**config.mk**
```make
export PLATFORM = sky130hd
export DESIGN_NAME = resv_monitor
export DESIGN_NICKNAME = d
export VERILOG_FILES = /design/src/rtl/resv_pkg.sv /design/src/rtl/resv_inval_sync.sv /design/src/rtl/resv_tag_match.sv /design/src/rtl/resv_state.sv /design/src/rtl/resv_monitor.sv
export SDC_FILE = /design/constraint.sdc
export NUM_CORES = 1
export LEC_CHECK = 0
export BUFFER_PORTS_ARGS = -buffer_cell sky130_fd_sc_hd__buf_2
export CAP_MARGIN = 10
export CORE_ASPECT_RATIO = 0.9
export CORE_MARGIN = 2
export CORE_UTILIZATION = 33
export CTS_BUF_LIST = sky130_fd_sc_hd__clkbuf_4
export CTS_CLUSTER_DIAMETER = 40
export DETAILED_ROUTE_END_ITERATION = 8
export PLACE_DENSITY = 0.69
export SLEW_MARGIN = 20
export SYNTH_ARGS = -nofsm -noshare
export SYNTH_HDL_FRONTEND = slang
export SYNTH_HIERARCHICAL = 1
export SYNTH_SLANG_ARGS = --single-unit
```
**constraint.sdc**
```tcl
create_clock -name clk -period 1.9 [get_ports clk]
set_input_delay 0.19 -clock clk [delete_from_list [all_inputs] [get_ports clk]]
set_output_delay 0.19 -clock clk [all_outputs]
set_load 0.005 [all_outputs]
```
**src/rtl/resv_pkg.sv**
```systemverilog
package resv_pkg;

  // Number of address bits inside one reservation granule.
  function automatic int unsigned gran_shift(input int unsigned gran_bytes);
    return $clog2(gran_bytes);
  endfunction

  // Next-state selection of the reservation register.
  typedef enum logic [1:0] {
    RS_HOLD  = 2'd0,
    RS_ARM   = 2'd1,
    RS_CLEAR = 2'd2
  } resv_op_e;

endpackage

```
**src/rtl/resv_inval_sync.sv**
```systemverilog
module resv_inval_sync #(
  parameter int STAGES = 2
) (
  input  logic clk,
  input  logic rst_n,
  input  logic inval_n,
  output logic kill
);

  logic [STAGES-1:0] sh_q;
  logic [STAGES-1:0] sh_d;

  generate
    if (STAGES == 1) begin : g_single
      always_comb sh_d = inval_n;
    end else begin : g_chain
      always_comb sh_d = {sh_q[STAGES-2:0], inval_n};
    end
  endgenerate

  // Reset to the inactive (high) level so no clear is seen on release.
  always_ff @(posedge clk or negedge rst_n) begin
    if (!rst_n) sh_q <= '1;
    else        sh_q <= sh_d;
  end

  assign kill = ~sh_q[STAGES-1];

endmodule

```
**src/rtl/resv_tag_match.sv**
```systemverilog
module resv_tag_match #(
  parameter int TAG_W = 34
) (
  input  logic [TAG_W-1:0] held_tag,
  input  logic [TAG_W-1:0] probe_tag,
  output logic             hit
);

  assign hit = (held_tag == probe_tag);

endmodule

```
**src/rtl/resv_state.sv**
```systemverilog
module resv_state
  import resv_pkg::*;
#(
  parameter int TAG_W = 34
) (
  input  logic             clk,
  input  logic             rst_n,
  input  logic             arm,
  input  logic [TAG_W-1:0] arm_tag,
  input  logic             clear,
  output logic             valid_q,
  output logic [TAG_W-1:0] tag_q
);

  resv_op_e   op;
  logic       valid_d;
  logic       tag_en;

  // Arm wins over every clearing source that lands on the same edge.
  always_comb begin
    if (arm)        op = RS_ARM;
    else if (clear) op = RS_CLEAR;
    else            op = RS_HOLD;
  end

  always_comb begin
    valid_d = valid_q;
    tag_en  = 1'b0;
    unique case (op)
      RS_ARM: begin
        valid_d = 1'b1;
        tag_en  = 1'b1;
      end
      RS_CLEAR: valid_d = 1'b0;
      default:  valid_d = valid_q;
    endcase
  end

  always_ff @(posedge clk or negedge rst_n) begin
    if (!rst_n) valid_q <= 1'b0;
    else        valid_q <= valid_d;
  end

  always_ff @(posedge clk or negedge rst_n) begin
    if (!rst_n)      tag_q <= '0;
    else if (tag_en) tag_q <= arm_tag;
  end

endmodule

```
**src/rtl/resv_monitor.sv**
```systemverilog
module resv_monitor
  import resv_pkg::*;
#(
  parameter int ADDR_W      = 40,
  parameter int GRAN_BYTES  = 64,
  parameter int SYNC_STAGES = 2
) (
  input  logic              clk,
  input  logic              rst_n,
  input  logic              lr_fire,
  input  logic [ADDR_W-1:0] lr_addr,
  input  logic              sc_fire,
  input  logic [ADDR_W-1:0] sc_addr,
  output logic              sc_ok,
  input  logic              inval_n,
  input  logic              trap_evt,
  output logic [ADDR_W-1:0] resv_addr
);

  localparam int OFS_W = int'(gran_shift(GRAN_BYTES));
  localparam int TAG_W = ADDR_W - OFS_W;

  logic             kill;
  logic             valid_q;
  logic [TAG_W-1:0] tag_q;
  logic [TAG_W-1:0] lr_tag;
  logic [TAG_W-1:0] sc_tag;
  logic             hit;
  logic             clr;

  assign lr_tag = TAG_W'(lr_addr >> OFS_W);
  assign sc_tag = TAG_W'(sc_addr >> OFS_W);

  resv_inval_sync #(.STAGES(SYNC_STAGES)) u_sync (
    .clk     (clk),
    .rst_n   (rst_n),
    .inval_n (inval_n),
    .kill    (kill)
  );

  resv_tag_match #(.TAG_W(TAG_W)) u_match (
    .held_tag  (tag_q),
    .probe_tag (sc_tag),
    .hit       (hit)
  );

  assign clr = sc_fire | trap_evt | kill;

  resv_state #(.TAG_W(TAG_W)) u_state (
    .clk     (clk),
    .rst_n   (rst_n),
    .arm     (lr_fire),
    .arm_tag (lr_tag),
    .clear   (clr),
    .valid_q (valid_q),
    .tag_q   (tag_q)
  );

  // Judged on the registered reservation, before any same-cycle LR.
  assign sc_ok     = sc_fire & valid_q & hit;
  assign resv_addr = valid_q ? {tag_q, {OFS_W{1'b0}}} : '1;

endmodule

```
-- Yosys cells after proc, flatten, opt, wreduce, memory -nomap -nowiden
Index checks and enable logic that the tools add are counted.
- register bits after elaboration: 37
- bits in latches: 0
- bits in writable memories: 0
- memory bits (read-only): 0
- output and inout bits: 41
- logic and storage cells: 17
- memories: 0
- add/subtract/negate cells: 0
- $mul: 0
- div/mod/pow operators: 0
- $lt $le $gt $ge: 0
- equality and inequality tests: 3
- shifts and indexed selects: 0
- multiplexer cells: 5
- bitwise logic cells: 5
- reduce and logical (&&, ||, !) cells: 1
- operators by type and width (operator ; number):
    $mux W40 ; 1
    $eq A34 B34 Y1 ; 1
    $mux W2 ; 2
    $and A1 B1 Y1 ; 2
    $eq A2 B1 Y1 const B ; 1
    $eq A2 B2 Y1 const B ; 1
    $or A1 B1 Y1 ; 2
    $pmux W1 S2 ; 1
    $reduce_bool A2 Y1 ; 1
    $mux W1 ; 1
    $not A1 Y1 ; 1

-- Logic depth before layout (Yosys ltp)
- depth in word-level cells: 6
- gate-level depth with buffers: 5
- depth with buffers taken out: 5

-- Modules after synthesis
Netlist, hierarchy kept.
- modules (own cells, without submodules) (module ; instances ; cells an instance ; area each (um^2) ; seq. area each (um^2)):
    resv_state ; 1 ; 75 ; 1450.1 ; 875.8
    resv_tag_match ; 1 ; 46 ; 374.1 ; 0.0
    resv_monitor ; 1 ; 45 ; 295.3 ; 0.0
    resv_inval_sync ; 1 ; 3 ; 56.3 ; 52.6

-- Worst setup path before layout
Ideal clock, no wire load.
- kind: reg-to-output
- start: reg u_state.tag_q[21]
- end: out sc_ok
- data arrival time: 1.199 ns
- data required time: 1.710 ns
- slack: 0.511 ns
- stages on the path, launching flop included: 6
- cell sequence: dfrtp_1 xor2_1 nor4_1 nand3_1 nor3_2 and3_1
- longest elaborated chain between the ends: 2
- ends and longest elaborated chain (item ; line ; source):
    start, declared ; resv_state.sv:12 ; output logic [TAG_W-1:0] tag_q
    start signal, assigned ; resv_state.sv:46 ; else if (tag_en) tag_q <= arm_tag;
    $eq A34 B34 Y1 ; resv_tag_match.sv:9 ; assign hit = (held_tag == probe_tag);
    net hit ; resv_monitor.sv:28 ; logic hit;
    $and A1 B1 Y1 ; resv_monitor.sv:60 ; assign sc_ok = sc_fire & valid_q & hit;
    end, declared ; resv_monitor.sv:14 ; output logic sc_ok,
The timed path passes the listed nets, and every way through them passes these cells.

-- Final worst setup path
- start: reg u_state.tag_q[26]
- end: out sc_ok
The elaborated chain is that of the path after synthesis.

==> impl_metrics.csv <==
group,metric,value,unit
yosys,synth_cell_types,20,
power,power_frac_clock,21.9,%
sta,post-route-min-period,2.06,ns
global_route,grt_overflow,0,
clock_network,cts.path.max_buffers,2,
routing,top_layer,"met4",
global_route,grt_pass1_wl,7470,um
placed_design,post_dp_cell_area,2770,um^2
finish,final_cell_mix,"buf_2 (114), dfrtp_1 (35), xor2_1 (32)",
routing,finalWirelength,4970,um
floorplanning,core_area,6480,um^2
yosys,ys_seq_area_share,42.7,%
status,status,"complete, but fails checks",
routing,drtIter0Drc,19,
floorplanning,die_w,89.6,um
routing,dr_wl_met2,2390,um
sta,final_max_slew_viol_count,0,
routing,vias,1620,
worst_setup_path,regToRegEndpoint,"u_state/valid_q",
routing,drtPass1Iterations,4,
finish,finalInstanceArea,2870,um^2
worst_setup_path,rrSetupSlack,0.84,ns
run,drv_cap,0,
clock_network,clkLatencyLatePin,0.33,ns
finish,area_growth_syn_to_layout,31.7,%
sta,worst_pin_slew,0.833,ns
routing,route.met3.wl,347,um
power,pwr_density_cell,636,nW/um^2
floorplanning,pin_count,127,
sta,postLayoutSetupSlackWorst,-0.156,ns
min_path,holdPathEnd,"u_state/tag_q[21]",
clock_network,root_buffer,"clkbuf_4",
placed_design,portBuffers,114,
clock_network,path_clk_slew,0.11,ns
floorplanning,dieArea,7260,um^2
power,p_comb_share,26.8,%
routing,ant_nets,0,
worst_setup_path,critPathKind,"reg2out",
worst_setup_path,cp_top_family,"simple AND/OR/NAND/NOR gates",
sta,max_freq,486,MHz
global_route,grt_usage,13.6,%
worst_setup_path,path_max_fanout,2,
floorplanning,die-height,81.0,um
routing,drcViolationCount,0,
finish,nNetsFinal,369,
worst_setup_path,cpPeakStageDelay,0.41,ns
yosys,syn_area_per_cell,12.9,um^2
status,violations,"setup timing",
sta,finalSetupViolCount,1,
placed_design,dp_hpwl,3700,um
worst_setup_path,crit_cells,6,
global_route,antenna_found_initial,0,
yosys,synth_nets,255,
yosys,postSynthCellCount,169,
worst_setup_path,reg2reg_from,"u_sync/sh_q[1]",
min_path,hp-class,"in2reg",
sta,fin_skew,0.000251,ns
worst_setup_path,cp.required,1.71,ns
routing,met1_length,2200,um
worst_setup_path,critPathLaunchType,"flip-flop",
min_path,min_from,"lr_addr[27]",
routing,wl_per_cell,13.3,um
yosys,ys_seq_elements,37,
worst_setup_path,crit_chain,"xor2_1 > nor4_2 > nand4_1 > nor3_2 > and3_1 > buf_2",
finish,final_common_cell,"buf_2",
sta,hold_viol,0,
clock_network,cts_buffers,5,
sta,min_period_over_period,108,%
power,p_sw,525,uW
routing,vias_per_cell,4.33,
power,switching_share,28.9,%
power,total_power,1.82,mW
worst_setup_path,rr_worst_depth,4,
placed_design,place_congestion,0.692,
worst_setup_path,crit_path_end_kind,"primary output",
worst_setup_path,cp_num_buf_inv,1,
sta,rsz0062_at_grt,"yes",
worst_setup_path,arrival,1.87,ns
global_route,grt_max_degree,38,
clock_network,cts_tree,"built",
clock_network,htreeDepth,2,
power,intPower,1.30,mW
global_route,grt_pass1_vias,1592,
clock_network,cts_sinks,37,
power,leakage,1.45,nW
finish,drive_gt1_share,57.4,%
power,ir_drop,0.258,mV
yosys,yosysWarnings,6,
finish,n_antenna_cell,0,
floorplanning,rows,28,
sta,relSlewSlack,44.5,%
floorplanning,start_util,33.6,%
power,pwr-share-seq,51.3,%
worst_setup_path,crit_slowest_cell,"dfrtp_1",
finish,n_fill_cell,630,
min_path,min_path_cells,2,
yosys,netlist_area,2180,um^2
==> per-layer routing <==
layer,vias to the layer above,global-route usage (%)
li1,784,-
met1,766,17.1
met2,65,22.6
met3,5,3.96
met4,0,3.58
met5,-,0
==> flip-flops by register name (all words and copies together), names as in the netlist <==
name             flops
u_state/valid_q      1
u_state/tag_q       34
u_sync/sh_q          2
==> cells by family (layout without fill, tap and decap cells) <==
family / count (synthesis) / count (layout) / synth area share [%]
AND/OR/NAND/NOR: 48 / 48 / 14.2
flip-flops: 37 / 37 / 42.7
AO/OA/AOI/OAI: 1 / 1 / 0.345
multiplexers: 34 / 34 / 22.6
XOR/XNOR: 34 / 34 / 13.7
buffers and inverters: 15 / 130 / 6.50
==> cell usage after synthesis <==
cell type,number,area share [%]
a21o_1,1,0.35
and3_1,1,0.29
buf_12,3,2.8
buf_2,2,0.46
buf_4,5,1.7
buf_6,2,1.0
dfrtp_1,35,40
dfstp_2,2,2.4
inv_1,3,0.52
mux2_2,5,2.6
mux2_4,29,20
nand2b_1,28,8.1
nand3_1,2,0.46
nand4_1,1,0.29
nor3_2,1,0.46
nor4_1,8,2.3
or2b_1,6,2.1
or3_1,1,0.29
xnor2_1,2,0.81
xor2_1,32,13
==> worst max-delay path by stage <==
stage                 startpoint  endpoint  slack, ns
2_1_floorplan  u_state/tag_q[21]     sc_ok       0.51
3_3_place_gp   u_state/tag_q[14]     sc_ok        0.1
3_5_place_dp   u_state/tag_q[14]     sc_ok       0.08
4_1_cts        u_state/tag_q[26]     sc_ok      -0.21
5_1_grt        u_state/tag_q[26]     sc_ok      -0.27
6_report       u_state/tag_q[26]     sc_ok      -0.16
==> power by group through the flow <==
stage	logic (mW)	registers [mW]	clock network, mW
2_1_floorplan	0.300	0.932	0
3_3_place_gp	0.471	0.945	0
3_5_place_dp	0.479	0.951	0
4_1_cts	0.495	0.936	0.423
5_1_grt	0.538	0.948	0.463
6_report	0.489	0.934	0.398
==> metrics by stage <==
stage | util, % | cells | TNS (ns) | hold WS [ns] | setup WS, ns
global placement | 42.7 | 363 | 0 | 0.297 | 0.0970
detailed placement | 42.7 | 363 | 0 | 0.297 | 0.0821
global route | 44.2 | 374 | -0.273 | 0.0369 | -0.273
floorplan | - | 169 | 0 | -0.106 | 0.511
finish | 44.2 | 374 | -0.156 | 0.0763 | -0.156
CTS | 44.1 | 374 | -0.205 | 0.0539 | -0.205
==> timing repair <==
item                                   in CTS  in global routing
hold buffers                                2                  0
gates cloned                                0                  0
resized for setup                           2                  1
setup endpoints to repair                   1                  1
endpoints found under the hold margin      36                  0
setup buffers                               1                  0
pin swaps                                   2                  0
==> cell type report <==
| cell class | count | area [um^2] | share of cell area [%] |
|---|---|---|---|
| multi-input cells | 117 | 1120 | 39.3 |
| flip-flops and latches | 37 | 928 | 32.4 |
| repair buffers | 119 | 638 | 22.3 |
| well taps | 90 | 113 | 3.93 |
| clock buffers | 5 | 37.5 | 1.31 |
| clock inverters | 3 | 12.5 | 0.437 |
| inverters | 3 | 11.3 | 0.393 |
Note: power is estimated with default switching activity, not from simulation.
